**src/rtl/rate_div_pkg.sv**
```systemverilog
package rate_div_pkg;
  localparam int MAX_LOG2 = 3;
  localparam int LOG_W    = $clog2(MAX_LOG2 + 1);

  typedef logic [2:0] rate_code_t;

  function automatic logic code_valid(rate_code_t c);
    return c <= 3'd4;
  endfunction

  function automatic logic [LOG_W-1:0] code_log2(rate_code_t c, logic [LOG_W-1:0] dflt);
    case (c)
      3'd1:    return LOG_W'(0);
      3'd2:    return LOG_W'(1);
      3'd3:    return LOG_W'(2);
      3'd4:    return LOG_W'(3);
      default: return dflt;
    endcase
  endfunction
endpackage

```
**src/rtl/rate_div_sync.sv**
```systemverilog
module rate_div_sync #(
  parameter int W      = 3,
  parameter int STAGES = 2
) (
  input  logic         clk_i,
  input  logic         rst_ni,
  input  logic         async_mode_i,
  input  logic [W-1:0] d_i,
  output logic [W-1:0] q_o
);
  logic [W-1:0] stg_q [STAGES];

  always_ff @(posedge clk_i or negedge rst_ni) begin
    if (!rst_ni) begin
      for (int i = 0; i < STAGES; i++) stg_q[i] <= '0;
    end else begin
      stg_q[0] <= d_i;
      for (int i = 1; i < STAGES; i++) stg_q[i] <= stg_q[i-1];
    end
  end

  assign q_o = async_mode_i ? stg_q[STAGES-1] : d_i;
endmodule

```
**src/rtl/rate_div_ctrl.sv**
```systemverilog
module rate_div_ctrl
  import rate_div_pkg::*;
#(
  parameter int SETTLE_CYCLES = 16,
  parameter int DEFAULT_LOG2  = 1
) (
  input  logic             clk_i,
  input  logic             rst_ni,
  input  rate_code_t       code_i,
  output logic [LOG_W-1:0] log2_o,
  output logic             fire_o,
  output logic             busy_o,
  output logic             done_o
);
  localparam int TMR_W = $clog2(SETTLE_CYCLES + 1);

  if (SETTLE_CYCLES < 1) begin : g_bad_settle
    $error("SETTLE_CYCLES must be at least 1");
  end

  rate_code_t       code_q;
  logic [TMR_W-1:0] tmr_q;
  logic             busy_q, done_q;
  logic [LOG_W-1:0] log2_q;
  logic             change;

  assign change = code_valid(code_i) && (code_i != code_q);
  assign fire_o = busy_q && (tmr_q == TMR_W'(1)) && !change;

  always_ff @(posedge clk_i or negedge rst_ni) begin
    if (!rst_ni) begin
      code_q <= '0;
      tmr_q  <= '0;
      busy_q <= 1'b0;
      done_q <= 1'b0;
      log2_q <= LOG_W'(DEFAULT_LOG2);
    end else begin
      done_q <= fire_o;
      if (change) begin
        code_q <= code_i;
        tmr_q  <= TMR_W'(SETTLE_CYCLES);
        busy_q <= 1'b1;
      end else if (fire_o) begin
        busy_q <= 1'b0;
        tmr_q  <= '0;
        log2_q <= code_log2(code_q, LOG_W'(DEFAULT_LOG2));
      end else if (busy_q) begin
        tmr_q <= tmr_q - TMR_W'(1);
      end
    end
  end

  assign log2_o = log2_q;
  assign busy_o = busy_q;
  assign done_o = done_q;
endmodule

```
**src/rtl/rate_div_cnt.sv**
```systemverilog
module rate_div_cnt
  import rate_div_pkg::*;
(
  input  logic             clk_i,
  input  logic             rst_ni,
  input  logic [LOG_W-1:0] log2_i,
  input  logic             clr_i,
  output logic             tick_o
);
  localparam int CNT_W = MAX_LOG2;

  logic [CNT_W-1:0] cnt_q, lim;
  logic             run_q;

  assign lim = CNT_W'((1 << log2_i) - 1);

  always_ff @(posedge clk_i or negedge rst_ni) begin
    if (!rst_ni) begin
      cnt_q <= '0;
      run_q <= 1'b0;
    end else begin
      run_q <= 1'b1;
      if (clr_i || cnt_q >= lim) cnt_q <= '0;
      else                       cnt_q <= cnt_q + CNT_W'(1);
    end
  end

  assign tick_o = run_q && (cnt_q == lim);
endmodule

```
**src/rtl/rate_div.sv**
```systemverilog
module rate_div
  import rate_div_pkg::*;
#(
  parameter int SETTLE_CYCLES = 16,
  parameter int DEFAULT_LOG2  = 1,
  parameter int SYNC_STAGES   = 2
) (
  input  logic       clk_i,
  input  logic       rst_ni,
  input  logic       async_mode_i,
  input  logic [2:0] rate_i,
  output logic       tick_o,
  output logic       done_o
);
  rate_code_t       rate_s;
  logic [LOG_W-1:0] act_log2;
  logic             fire, busy;

  rate_div_sync #(.W(3), .STAGES(SYNC_STAGES)) u_sync (
    .clk_i, .rst_ni, .async_mode_i, .d_i(rate_i), .q_o(rate_s)
  );

  rate_div_ctrl #(.SETTLE_CYCLES(SETTLE_CYCLES), .DEFAULT_LOG2(DEFAULT_LOG2)) u_ctrl (
    .clk_i, .rst_ni, .code_i(rate_s), .log2_o(act_log2), .fire_o(fire),
    .busy_o(busy), .done_o(done_o)
  );

  rate_div_cnt u_cnt (
    .clk_i, .rst_ni, .log2_i(act_log2), .clr_i(fire), .tick_o(tick_o)
  );
endmodule

```
**config.mk**
```make
export PLATFORM = sky130hd
export DESIGN_NAME = rate_div
export DESIGN_NICKNAME = d
export VERILOG_FILES = /design/src/rtl/rate_div_pkg.sv /design/src/rtl/rate_div_sync.sv /design/src/rtl/rate_div_ctrl.sv /design/src/rtl/rate_div_cnt.sv /design/src/rtl/rate_div.sv
export SDC_FILE = /design/constraint.sdc
export NUM_CORES = 1
export LEC_CHECK = 0
export BUFFER_PORTS_ARGS = -buffer_cell sky130_fd_sc_hd__buf_4
export CORE_UTILIZATION = 50
export CTS_CLUSTER_DIAMETER = 120
export DETAILED_ROUTE_END_ITERATION = 8
export PLACE_DENSITY = 0.76
export SYNTH_ARGS = -nofsm -noshare
export SYNTH_HDL_FRONTEND = slang
export SYNTH_SLANG_ARGS = --single-unit
export TNS_END_PERCENT = 50
```
**constraint.sdc**
```tcl
create_clock -name clk_i -period 2.21 [get_ports clk_i]
set_input_delay 0.442 -clock clk_i [delete_from_list [all_inputs] [get_ports clk_i]]
set_output_delay 0.442 -clock clk_i [all_outputs]
set_load 0.02 [all_outputs]
```
==> results.sh <==
export IMPL_io_buffers=7
export IMPL_clockBufferDepth=2
export IMPL_critPathLaunchType="register"
export IMPL_fin_area_um2=1270
export IMPL_ant_nets=0
export IMPL_vias=716
export IMPL_place_ws_ns=0.434
export IMPL_areaGrowthSynthToFinish_pct=13.2
export IMPL_cellLeakagePower_nw=0.575
export IMPL_grt_pass1_wl_mm=3.20
export IMPL_cts_made_buffers=3
export IMPL_layout_drive_gt1_share=0.218
export IMPL_synth_area_um2=1130
export IMPL_worstReg2RegStart="u_ctrl.busy_o"
export IMPL_drc=0
export IMPL_synth_mux_area_frac=0.0689
export IMPL_r2r_worst_path_cells=5
export IMPL_min_delay_start="rate_i[2]"
export IMPL_powerDensity_nw_per_um2=1100
export IMPL_total_power_mw=1.40
export IMPL_grt_max_degree=23
export IMPL_fp_dieH_um=49.5
export IMPL_n_antenna_cell=0
export IMPL_cp_end_kind="primary output"
export IMPL_drv_slew=0
export IMPL_grt_remaining_overflow=0
export IMPL_post_cts_buffers=0
export IMPL_synth_top_family_by_area="simple AND/OR/NAND/NOR gates"
export IMPL_clk_pin_slew_worst_paths_ns=0.12
export IMPL_synth_compound_area_frac=0.114
export IMPL_min_delay_worst_endpoint="u_sync.stg_q[5]"
export IMPL_post_dp_hpwl_mm=1.34
export IMPL_rsz0062_at_grt="no"
export IMPL_core_area_um2=2040
export IMPL_max_cap_violations=0
export IMPL_cts_tree="yes"
export IMPL_drtIter0Drc=5
export IMPL_grt_total_usage=0.175
export IMPL_clk_latency_ns=0.32
export IMPL_synth_avg_cell_area_um2=11.3
export IMPL_synth_xor_area_share=0.0311
export IMPL_worst_endpoint_arrival_ns=1.67
export IMPL_syn_nets=112
export IMPL_worst_endpoint_required_ns=1.77
export IMPL_gp_congestion=0.849
export IMPL_clock_sinks=22
export IMPL_postLayoutSetupSlackWorst_ns=0.0982
export IMPL_grt_pass1_vias=714
export IMPL_die_area_um2=2450
export IMPL_synth_adder_area_share=0.0667
export IMPL_period_share=0.956
export IMPL_routed_wl_mm=1.78
export IMPL_ys_warn_count=0
export IMPL_htree_num_levels=1
export IMPL_hold_viol=0
export IMPL_finalCriticalPeriod_ns=2.11
export IMPL_r2r_end="u_ctrl.log2_o[0]"
export IMPL_finalSetupViolCount=0
export IMPL_fin_skew_ns=0.00486
export IMPL_cts_root_buf="clkbuf_4"
export IMPL_antenna_found_initial=0
export IMPL_synth_simple_gate_area_frac=0.188
export IMPL_hp_class="in2reg"
export IMPL_whs_path_depth=1
export IMPL_vdd_drop_max_mv=0.683
export IMPL_avgViaCountPerCell=5.23
export IMPL_fp_dieW_um=49.5
export IMPL_synth_seq_cells=22
export IMPL_critPathMaxFanout=3
export IMPL_ys_types=36
export IMPL_status="complete, no violations"
export IMPL_holdWs_ns=0.238
export IMPL_synth_seq_area_share=0.490
export IMPL_firstDrtPassIters=4
export IMPL_fin_nets=123
export IMPL_fmax_mhz=474
export IMPL_tns_ns=0
export IMPL_num_rows=16
export IMPL_synthCells=100
export IMPL_pin_count=8
export IMPL_placed_area_um2=1200
export IMPL_path_class="reg2out"
export IMPL_initial_core_util=0.551
export IMPL_reg2reg_slack_ns=0.45
export IMPL_wl_per_cell_um=13.0
==> area by class of cell <==
class                           instances  area [um2]
Timing Repair Buffer                    9        70.1
Fill cell                             176         767
Clock inverter                          1        30.0
Clock buffer                            3        22.5
Tap cell                               27        33.8
Multi-Input combinational cell         69         544
Sequential cell                        22         552
Inverter                                6        22.5
==> repair_timing <==
action | 4_1_cts | 5_1_grt
endpoints found under the setup margin | 0 | 1
hold buffers | 1 | 0
endpoints found under the hold margin | 21 | 0
resized for setup | 0 | 1
==> logic make-up after synthesis <==
logic type               Yosys count
AO/OA/AOI/OAI                     14
buffers and inverters              9
other                              1
flip-flops                        22
multiplexers                       6
XOR/XNOR                           4
AND/OR/NAND/NOR                   38
adder cells (fa/ha/maj)            6
==> sequential cells by signal, summed over array words and instances (netlist names) <==
register       cells
u_cnt.cnt_q        3
u_cnt.run_q        1
u_ctrl.busy_o      1
u_ctrl.code_q      3
u_ctrl.done_o      1
u_ctrl.log2_o      2
u_ctrl.tmr_q       5
u_sync.stg_q       6
==> cell usage after synthesis (all sizes together) <==
cell type / instances / share of area
and4b: 1 / 0.0089
o31a: 1 / 0.0078
nand2: 6 / 0.020
a21o: 1 / 0.0067
inv: 6 / 0.020
nor3b: 1 / 0.011
nor4b: 1 / 0.0078
xnor2: 4 / 0.031
a211o: 1 / 0.0078
a211oi: 1 / 0.0067
dfrtp: 21 / 0.47
nor2: 13 / 0.050
nand2b: 4 / 0.022
a21oi: 4 / 0.018
o32ai: 1 / 0.024
nand3b: 1 / 0.0067
mux2i: 5 / 0.059
or2: 1 / 0.0056
o21ai: 3 / 0.017
conb: 1 / 0.0033
buf: 3 / 0.018
or4b: 1 / 0.0089
mux2: 1 / 0.010
dfstp: 1 / 0.023
o31ai: 1 / 0.0067
nor3: 7 / 0.031
and3b: 1 / 0.0078
o32a: 1 / 0.020
and4: 1 / 0.0078
ha: 6 / 0.067
==> power breakdown <==
part           switching [mW]  internal, mW  leakage (nW)
clock network           0.125         0.184        0.0279
registers              0.0717         0.488         0.263
logic                   0.268         0.259         0.284
==> routing by layer <==
layer	wire length (um)	track usage	vias up
met5	0	0	-
met4	30	0.0857	0
met3	37	0.0278	3
met2	824	0.260	6
met1	884	0.248	341
li1	-	-	366
==> through the flow <==
step,std cells,utilization
after CTS,137,0.618
final,137,0.624
after detailed placement,132,0.588
after global routing,137,0.624
after floorplan,100,-
after global placement,132,0.588
==> layout by cell type, fill, tap and decap left out <==
cell type / Yosys / layout
a21o_1: 1 / 1
o21ai_2: 1 / 1
nand2_1: 6 / 6
o31ai_1: 1 / 1
and4b_1: 1 / 1
mux2i_2: 1 / 1
conb_1: 1 / 1
and3b_1: 1 / 1
nor2_4: 1 / 1
xnor2_1: 4 / 4
and4_1: 1 / 1
mux2i_4: 1 / 1
clkbuf_4: 0 / 3
bufinv_16: 0 / 1
o32a_4: 1 / 1
ha_1: 6 / 5
dfstp_2: 1 / 1
mux2_2: 1 / 1
a21oi_1: 4 / 4
nor3b_2: 1 / 1
nor2_1: 12 / 12
a211o_1: 1 / 1
or4b_2: 1 / 1
or2_2: 1 / 1
nand2b_1: 4 / 4
o21ai_0: 2 / 2
a211oi_1: 1 / 1
mux2i_1: 3 / 3
ha_4: 0 / 1
dlygate4sd3_1: 0 / 1
nor4b_1: 1 / 1
nor3_1: 7 / 7
o32ai_4: 1 / 1
nand3b_1: 1 / 1
buf_4: 0 / 8
o31a_1: 1 / 1
dfrtp_1: 21 / 21
inv_1: 6 / 6
==> worst max path at each step <==
| stage | from | endpoint | slack (ns) | depth (start not counted) |
|---|---|---|---|---|
| 2_1_floorplan | u_ctrl.log2_o[1] | tick_o | 0.55 | 3 |
| 3_3_place_gp | async_mode_i | u_cnt.cnt_q[2] | 0.48 | 6 |
| 3_5_place_dp | async_mode_i | u_ctrl.log2_o[1] | 0.43 | 6 |
| 4_1_cts | u_ctrl.log2_o[1] | tick_o | 0.09 | 4 |
| 5_1_grt | u_ctrl.log2_o[1] | tick_o | 0.02 | 4 |
| 6_report | u_ctrl.log2_o[1] | tick_o | 0.1 | 4 |
==> worst max-delay path, stage by stage (launching register included) <==
cell and delay [ns]:
dfrtp_1 0.42, or2_2 0.32, ha_4 0.27, and4_1 0.20, buf_4 0.14
Power figures use the tool's default switching activity.
